===== config.mk =====
export PLATFORM = sky130hd
export DESIGN_NAME = nibble_crc16
export DESIGN_NICKNAME = d
export VERILOG_FILES = /design/src/rtl/nibcrc_pkg.sv /design/src/rtl/nibcrc_ctrl.sv /design/src/rtl/nibcrc_engine.sv /design/src/rtl/nibcrc_hdr.sv /design/src/rtl/nibble_crc16.sv
export SDC_FILE = /design/constraint.sdc
export NUM_CORES = 1
export LEC_CHECK = 0
export BUFFER_PORTS_ARGS = -buffer_cell sky130_fd_sc_hd__buf_2
export CAP_MARGIN = 20
export CORE_MARGIN = 4
export CORE_UTILIZATION = 26
export CTS_CLUSTER_DIAMETER = 80
export CTS_CLUSTER_SIZE = 12
export DETAILED_ROUTE_END_ITERATION = 8
export HOLD_SLACK_MARGIN = 0.08
export PLACE_DENSITY_LB_ADDON = 0.2
export SKIP_CTS_REPAIR_TIMING = 1
export SLEW_MARGIN = 20
export SYNTH_ARGS = -nofsm -noshare
export SYNTH_HDL_FRONTEND = slang
export SYNTH_SLANG_ARGS = --single-unit

===== constraint.sdc =====
create_clock -name clk -period 2.8 [get_ports clk]
set_input_delay 0.56 -clock clk [delete_from_list [all_inputs] [get_ports clk]]
set_output_delay 0.56 -clock clk [all_outputs]
set_load 0.05 [all_outputs]

===== src/rtl/nibcrc_pkg.sv =====
package nibcrc_pkg;

    localparam int QUAD_W  = 32;
    localparam int NIB_W   = 4;
    localparam int CRC_W   = 16;
    localparam int LEN_W   = 16;
    localparam int NIBS    = QUAD_W / NIB_W;
    localparam int IDX_W   = $clog2(NIBS);
    localparam int TAP_HI  = 12;
    localparam int TAP_MID = 5;
    localparam int HDR_W   = LEN_W + CRC_W;

    typedef logic [CRC_W-1:0]  crc_t;
    typedef logic [QUAD_W-1:0] quad_t;
    typedef logic [NIB_W-1:0]  nib_t;
    typedef logic [LEN_W-1:0]  len_t;
    typedef logic [IDX_W-1:0]  idx_t;

    typedef enum logic [1:0] {
        ST_IDLE = 2'd0,
        ST_WAIT = 2'd1,
        ST_STEP = 2'd2
    } state_e;

    typedef struct packed {
        len_t len;
        crc_t chk;
    } header_t;

    // One nibble of the shift/xor feedback; bits above CRC_W fall away.
    function automatic crc_t nib_step(crc_t acc, nib_t nib);
        nib_t s;
        crc_t fb;
        s  = acc[CRC_W-1 -: NIB_W] ^ nib;
        fb = (crc_t'(s) << TAP_HI) ^ (crc_t'(s) << TAP_MID) ^ crc_t'(s);
        return (acc << NIB_W) ^ fb;
    endfunction

    function automatic header_t pack_header(len_t len, crc_t chk);
        header_t h;
        h.len = len;
        h.chk = chk;
        return h;
    endfunction

endpackage


===== src/rtl/nibcrc_ctrl.sv =====
module nibcrc_ctrl
    import nibcrc_pkg::*;
(
    input  logic clk,
    input  logic rst,
    input  logic start,
    input  len_t count,
    input  logic in_valid,
    output logic in_ready,
    output logic clear,
    output logic load,
    output logic step,
    output logic busy,
    output logic done,
    output len_t len_q
);
    localparam idx_t LAST_NIB = idx_t'(NIBS - 1);

    state_e state;
    len_t   remaining;
    idx_t   idx;
    logic   done_q;

    assign in_ready = (state == ST_WAIT);
    assign clear    = (state == ST_IDLE) && start;
    assign load     = (state == ST_WAIT) && in_valid;
    assign step     = (state == ST_STEP);
    assign busy     = (state != ST_IDLE);
    assign done     = done_q;

    always_ff @(posedge clk) begin
        if (rst) begin
            state     <= ST_IDLE;
            remaining <= '0;
            idx       <= '0;
            done_q    <= 1'b0;
            len_q     <= '0;
        end else begin
            done_q <= 1'b0;
            unique case (state)
                ST_IDLE: begin
                    if (start) begin
                        len_q <= count;
                        if (count == '0) begin
                            done_q <= 1'b1;
                        end else begin
                            remaining <= count;
                            state     <= ST_WAIT;
                        end
                    end
                end
                ST_WAIT: begin
                    if (in_valid) begin
                        idx   <= '0;
                        state <= ST_STEP;
                    end
                end
                ST_STEP: begin
                    idx <= idx + idx_t'(1);
                    if (idx == LAST_NIB) begin
                        remaining <= remaining - len_t'(1);
                        if (remaining == len_t'(1)) begin
                            done_q <= 1'b1;
                            state  <= ST_IDLE;
                        end else begin
                            state <= ST_WAIT;
                        end
                    end
                end
                default: state <= ST_IDLE;
            endcase
        end
    end
endmodule


===== src/rtl/nibcrc_engine.sv =====
module nibcrc_engine
    import nibcrc_pkg::*;
(
    input  logic  clk,
    input  logic  rst,
    input  logic  clear,
    input  logic  load,
    input  quad_t load_data,
    input  logic  step,
    output crc_t  acc
);
    quad_t qreg;
    crc_t  acc_q;

    assign acc = acc_q;

    always_ff @(posedge clk) begin
        if (rst) begin
            acc_q <= '0;
            qreg  <= '0;
        end else begin
            if (clear) begin
                acc_q <= '0;
            end else if (step) begin
                acc_q <= nib_step(acc_q, qreg[QUAD_W-1 -: NIB_W]);
            end
            if (load) begin
                qreg <= load_data;
            end else if (step) begin
                qreg <= qreg << NIB_W;
            end
        end
    end
endmodule


===== src/rtl/nibcrc_hdr.sv =====
module nibcrc_hdr
    import nibcrc_pkg::*;
(
    input  len_t               len,
    input  crc_t               chk,
    output logic [HDR_W-1:0]   header
);
    header_t h;
    always_comb h = pack_header(len, chk);
    assign header = h;
endmodule


===== src/rtl/nibble_crc16.sv =====
module nibble_crc16
    import nibcrc_pkg::*;
(
    input  logic              clk,
    input  logic              rst,
    input  logic              start,
    input  logic [LEN_W-1:0]  count,
    input  logic              in_valid,
    input  logic [QUAD_W-1:0] in_data,
    output logic              in_ready,
    output logic              done,
    output logic [CRC_W-1:0]  crc,
    output logic [HDR_W-1:0]  header
);
    logic clear_w;
    logic load_w;
    logic step_w;
    logic busy_w;
    len_t len_w;
    crc_t acc_w;

    nibcrc_ctrl u_ctrl (
        .clk      (clk),
        .rst      (rst),
        .start    (start),
        .count    (count),
        .in_valid (in_valid),
        .in_ready (in_ready),
        .clear    (clear_w),
        .load     (load_w),
        .step     (step_w),
        .busy     (busy_w),
        .done     (done),
        .len_q    (len_w)
    );

    nibcrc_engine u_engine (
        .clk       (clk),
        .rst       (rst),
        .clear     (clear_w),
        .load      (load_w),
        .load_data (in_data),
        .step      (step_w),
        .acc       (acc_w)
    );

    nibcrc_hdr u_hdr (
        .len    (len_w),
        .chk    (acc_w),
        .header (header)
    );

    assign crc = acc_w;
endmodule


==> results.py, run 1 <==
metrics = {
    "timing": {
        "worst_pin_slew_ns": 0.694,
        "relSlewSlack_pct": 53.7,
        "hold_violations": 0,
        "rsz0062_at_grt": "no",
        "finClkSkew_ns": 0.00797,
        "finalSetupTns_ns": 0,
        "setup_violations": 0,
        "fmax_mhz": 440,
        "period_needed_ns": 2.27,
        "fin_ws_ns": 0.526,
        "maxSlewViolCount": 0,
        "fin_crit_sh_pct": 81.2,
    },
    "synth": {
        "synth_top_family_by_area": "compound AO/OA/AOI/OAI gates",
        "synth-xor-area-share_pct": 2.72,
        "synth_compound_area_share_pct": 22.5,
        "ys_warn_count": 0,
        "ys_seq_area_share_pct": 44.5,
        "synth_fp_nets": 541,
        "synthFlopType": "dfxtp_1",
        "ys_ff_latch": 86,
        "synthMuxAreaShare_pct": 0.518,
        "synth_edf_count": 0,
        "synthCells": 485,
        "async_flop_share_pct": 0,
        "synth-simple-area-share_pct": 21.7,
        "yosys.area_share.adder_pct": 1.29,
        "yosys.cell_types.count": 44,
        "syn_avg_cell_area_um2": 7.97,
        "netlist_area_um2": 3870,
    },
    "routing": {
        "route.detailed.drc": 0,
        "finalWirelength_mm": 10.8,
        "vias_per_cell": 4.91,
        "wire_per_inst_um": 14.5,
        "ant_nets": 0,
        "drt-initial-drc-count": 192,
        "vias": 3640,
        "drt_pass1_iterations": 5,
    },
    "grt": {
        "top_usage_layer": "met2",
        "grt_usage_pct": 12.9,
        "grt_max_degree": 43,
        "grt_pass1_wl_mm": 17.5,
        "antenna_found_initial": 1,
        "grt_pass1_vias": 3400,
        "met2_usage_pct": 19.4,
        "grt_overflow": 0,
        "gr-usage-met3_pct": 4.30,
        "grt_use_met1_pct": 17.6,
    },
    "worst_setup_path": {
        "critPathMaxStageDelay_ns": 0.51,
        "crit_required_ns": 3.03,
        "cp-end-kind": "register",
        "cp_num_buf_inv": 1,
        "startpoint_type": "register",
        "worst-r2r-setup-slack_ns": 0.53,
        "path_class": "reg2reg",
        "cp_slowest_cell": "or4b_4",
        "cp_max_fo": 6,
        "path_cells": "inv_1 > ha_1 > or4b_4 > or3_4 > or4_1 > a32o_1",
        "crit_family": "simple AND/OR/NAND/NOR gates",
        "arrival_ns": 2.51,
    },
    "place": {
        "post-place-ws_ns": 0.533,
        "port_buffers": 101,
        "dpl-instance-area_um2": 4420,
        "place_inst": 726,
        "dp_hpwl_mm": 7.60,
        "place.gp.congestion": 0.813,
    },
    "clock_tree": {
        "cts_buffer_depth": 2,
        "cts_sinks": 86,
        "clock_latency_ns": 0.34,
        "cts_root_buf": "clkbuf_16",
        "cts_buffers": 9,
        "htreeDepth": 3,
        "cts_tree": "yes",
        "clkTransAtPathRegs_ns": 0.06,
    },
    "power": {
        "vdd_drop_max_v": 0.000275,
        "power_w": 0.00309,
        "p_leak_nw": 1.92,
        "p_per_area_nw_per_um2": 652,
    },
    "job": {
        "max_cap_viol_count": 0,
    },
    "floorplanning": {
        "row_count": 44,
        "start_util_pct": 26.6,
        "io_pins": 102,
        "die_y_um": 130,
        "die_w_um": 130,
        "core-area_um2": 14500,
        "fp.dieArea_um2": 16900,
    },
    "layout": {
        "final_cell_area_um2": 4750,
        "drive_gt1_share_pct": 24.1,
        "antennaDiodeCount": 0,
        "mostFrequentLayoutCell": "buf_2",
        "area_growth_pct": 22.8,
        "layout.cells.non_filler": 741,
        "num-nets-final": 609,
        "mostFrequentLayoutCells": "buf_2, nand2_1, dfxtp_1, a21oi_1, a22oi_1",
    },
    "run_status": {
        "status": "complete, no violations",
    },
    "min_path": {
        "hold_class": "reg2reg",
    },
}
[power breakdown]
part | internal [W] | switching, W
Clock | 0.000826 | 0.000487
Sequential | 0.00128 | 0.0000469
Combinational | 0.000152 | 0.000302
Total | 0.00226 | 0.000835
[Yosys cell counts (3+ instances only)]
cell type / instances / area [µm²]
a21oi_1: 81 / 405
a22oi_1: 29 / 218
a32o_1: 4 / 40.0
buf_4: 16 / 120
clkbuf_1: 35 / 131
dfxtp_1: 86 / 1720
ha_1: 4 / 50.1
nand2_1: 98 / 368
nand2b_1: 7 / 43.8
nand3_1: 7 / 35.0
nor2_1: 29 / 109
nor3_1: 11 / 55.1
nor4_1: 5 / 31.3
o21ai_0: 13 / 65.1
o31ai_1: 4 / 30.0
or2_2: 3 / 18.8
or3_1: 9 / 56.3
xnor2_1: 4 / 35.0
xor2_1: 8 / 70.1
[flip-flops by register name (all words and copies together) (netlist names)]
| register | flops |
|---|---|
| u_ctrl.done | 1 |
| u_ctrl.idx | 3 |
| u_ctrl.len_q | 16 |
| u_ctrl.remaining | 16 |
| u_ctrl.state | 2 |
| u_engine.acc | 16 |
| u_engine.qreg | 32 |
[logic make-up after synthesis]
kind of cell / count (synthesis)
xor gates and xnor gates: 12
buffers and inverters: 54
DFF: 86
AOI/OAI and AO/OA: 144
muxes: 2
and+or+nand+nor: 183
adders and majority gates: 4
[layout make-up]
cell class / count / area [µm²]
fillers: 1562 / 9790
multi-input cells: 345 / 1900
flip-flops and latches: 86 / 1720
repair buffers: 109 / 566
clock buffers: 12 / 256
well taps: 184 / 230
clock inverters: 3 / 67.6
inverters: 2 / 7.51
[worst min-delay path, stage by stage (launching register included)]
cell	delay, ns
dfxtp_1	0.30
nand2_1	0.05
a21oi_1	0.05
[routing by layer]
layer  part of all wire (%)  vias to the layer above
met5                  0.065                        -
met4                    1.2                        2
met3                    7.5                       12
met2                     44                      109
met1                     47                     1702
li1                       -                     1815
[final timing paths]
check                                                         end                             start  cells past startpoint
worst min-delay path                u_ctrl.len_q[12]$_SDFFE_PP0P_     u_ctrl.len_q[12]$_SDFFE_PP0P_                      2
worst min register to register      u_ctrl.len_q[12]$_SDFFE_PP0P_     u_ctrl.len_q[12]$_SDFFE_PP0P_                      2
worst max register to register  u_ctrl.remaining[12]$_SDFFE_PP0P_  u_ctrl.remaining[0]$_SDFFE_PP0P_                      6
worst max-delay path            u_ctrl.remaining[12]$_SDFFE_PP0P_  u_ctrl.remaining[0]$_SDFFE_PP0P_                      6
[stage by stage]
step / utilization, % / hold WS, ns
detailed placement: 30.4 / 0.446
global placement: 30.4 / 0.440
floorplan: - / 0.437
global route: 32.7 / 0.467
CTS: 32.7 / 0.438
finish: 32.7 / 0.451
No activity file was read; power rests on OpenSTA's default activity.
==> run 2, diff against run 1 <==
==> constraint.sdc (replaced) <==
create_clock -name clk -period 1.9 [get_ports clk]
set_input_delay 0.38 -clock clk [delete_from_list [all_inputs] [get_ports clk]]
set_output_delay 0.38 -clock clk [all_outputs]
set_load 0.05 [all_outputs]
==> run 2 against run 1 <==
The flow now finishes with violations (negative setup slack). Utilization grew 2.8 points. Sequential cell count is the same. Final cell count grew 5.7%.
==> results.py, run 2 (synthesis gave the netlist of run 1 again) <==
metrics = {
    "worst_setup_path": {
        "rr_endpoint": "u_ctrl.remaining[12]$_SDFFE_PP0P_",
        "cp-end-kind": "register",
        "startpoint_type": "register",
        "crit_required_ns": 2.14,
        "path_class": "reg2reg",
        "path_cells": "inv_2 > ha_4 > or4b_4 > or3_4 > or4_1 > a32o_1",
        "r2r_cells": 6,
        "arrival_ns": 2.29,
        "critPathMaxStageDelay_ns": 0.45,
        "worst-r2r-setup-slack_ns": -0.16,
        "cp_slowest_cell": "or4b_4",
        "cp_max_fo": 3,
        "worstReg2RegStart": "u_ctrl.remaining[1]$_SDFFE_PP0P_",
    },
    "grt": {
        "grt_usage_pct": 13.1,
        "grt_max_degree": 35,
        "grt_pass1_vias": 3512,
        "grt_overflow": 0,
        "antenna_found_initial": 0,
        "grt_pass1_wl_mm": 17.6,
    },
    "routing": {
        "ant_nets": 0,
        "vias": 3736,
        "drt_pass1_iterations": 4,
        "wire_per_inst_um": 14.2,
        "vias_per_cell": 4.77,
        "finalWirelength_mm": 11.1,
        "route.detailed.drc": 0,
        "drt-initial-drc-count": 160,
    },
    "min_path": {
        "hold_class": "in2reg",
        "min_from": "in_data[2]",
        "min_path_cells": 3,
        "whs_endpoint": "u_engine.qreg[2]$_SDFFE_PP0P_",
    },
    "timing": {
        "setup_violations": 5,
        "relSlewSlack_pct": 55.4,
        "hold_violations": 0,
        "maxSlewViolCount": 0,
        "fin_crit_sh_pct": 108,
        "rsz0062_at_grt": "yes",
        "fin_ws_ns": -0.157,
        "fmax_mhz": 486,
        "worst_pin_slew_ns": 0.668,
        "finClkSkew_ns": 0.00637,
        "period_needed_ns": 2.06,
    },
    "layout": {
        "area_growth_pct": 33.2,
        "multi_input_area_um2": 1970,
        "num-nets-final": 650,
        "layout.cells.non_filler": 783,
        "drive_gt1_share_pct": 31.7,
        "register_area_um2": 1720,
        "top_register": "u_engine.qreg",
        "mostFrequentLayoutCells": "buf_2, nand2_1, dfxtp_1, a21oi_1, buf_4",
        "nFillCells": 1526,
        "largest_register_ffs": 32,
        "mostFrequentLayoutCell": "buf_2",
        "antennaDiodeCount": 0,
    },
    "floorplanning": {
        "row_count": 44,
        "die_y_um": 130,
        "start_util_pct": 26.6,
        "core-area_um2": 14500,
        "die_w_um": 130,
        "fp.dieArea_um2": 16900,
        "io_pins": 102,
    },
    "run_status": {
        "status": "complete, but fails checks",
        "violations": "negative setup slack",
    },
    "place": {
        "post-place-ws_ns": -0.201,
        "place_inst": 765,
        "place.gp.congestion": 0.829,
        "dp_hpwl_mm": 8.09,
        "port_buffers": 101,
    },
    "power": {
        "vdd_drop_max_v": 0.000486,
        "p_leak_nw": 2.14,
        "p_per_area_nw_per_um2": 925,
    },
    "clock_tree": {
        "cts_root_buf": "clkbuf_16",
        "cts_tree": "yes",
        "cts_sinks": 86,
        "htreeDepth": 3,
        "clkTransAtPathRegs_ns": 0.06,
        "clock_latency_ns": 0.34,
        "cts_buffer_depth": 2,
        "cts_buffers": 9,
    },
    "job": {
        "max_cap_viol_count": 0,
    },
}
## run 2: cell count changes in the layout (fill, tap and decap cells not counted), moves of 2 or more
cell	change
buf_4	+38
buf_6	+3
a21oi_1	-2
a21oi_2	+2
dfxtp_1	-2
dfxtp_2	+2
inv_1	-2
inv_2	+2
nor3_1	-2
## run 2: critical path, delay by kind of cell, from the launching register on
kind | cells | cell delay, ns
simple gates | 3 | 1.20
flops | 1 | 0.32
compound gates | 1 | 0.22
fa+ha+maj | 1 | 0.13
buf+inv | 1 | 0.07
## run 2: area by class of cell
| cell class | count | share of cell area [%] |
|---|---|---|
| Multi-Input combinational cell | 345 | 38.2 |
| Sequential cell | 86 | 33.5 |
| Timing Repair Buffer | 150 | 17.2 |
| Clock buffer | 13 | 5.25 |
| Tap cell | 184 | 4.47 |
| Clock inverter | 3 | 1.26 |
| Inverter | 2 | 0.146 |
## run 2: through the flow
step           power, W  utilization [%]  cell area (µm²)  hold slack (ns)  TNS (ns)
2_1_floorplan   0.00246                -             3890            0.437    -0.350
3_3_place_gp    0.00279             32.6             4730            0.439     -1.12
3_5_place_dp    0.00280             32.6             4740            0.448    -0.863
4_1_cts         0.00479             34.9             5070            0.266    -0.602
5_1_grt         0.00499             35.4             5150            0.276    -0.890
6_report        0.00476             35.4             5150            0.278    -0.443
## run 2: report_power, final
group          switching [W]  internal, W
clock               0.000718      0.00126
combinational       0.000507     0.000341
sequential         0.0000502      0.00189
## run 2: worst max-delay path by stage
| stage | start | to | slack [ns] | cells after the start |
|---|---|---|---|---|
| after floorplan | u_ctrl.remaining[1]$_SDFFE_PP0P_ | u_ctrl.remaining[12]$_SDFFE_PP0P_ | -0.20 | 6 |
| after global placement | u_ctrl.remaining[1]$_SDFFE_PP0P_ | u_ctrl.remaining[12]$_SDFFE_PP0P_ | -0.16 | 6 |
| after detailed placement | u_ctrl.remaining[1]$_SDFFE_PP0P_ | u_ctrl.remaining[12]$_SDFFE_PP0P_ | -0.20 | 6 |
| after CTS | u_ctrl.remaining[1]$_SDFFE_PP0P_ | u_ctrl.remaining[12]$_SDFFE_PP0P_ | -0.21 | 6 |
| after global routing | u_ctrl.remaining[1]$_SDFFE_PP0P_ | u_ctrl.remaining[12]$_SDFFE_PP0P_ | -0.20 | 6 |
| final | u_ctrl.remaining[1]$_SDFFE_PP0P_ | u_ctrl.remaining[12]$_SDFFE_PP0P_ | -0.16 | 6 |
## run 2: metal layers
metal / track usage [%] / share of wire [%]
met1: 17.2 / 47
met2: 20.5 / 46
met3: 4.18 / 6.5
met4: 4.34 / 0.74
met5: 0 / 0
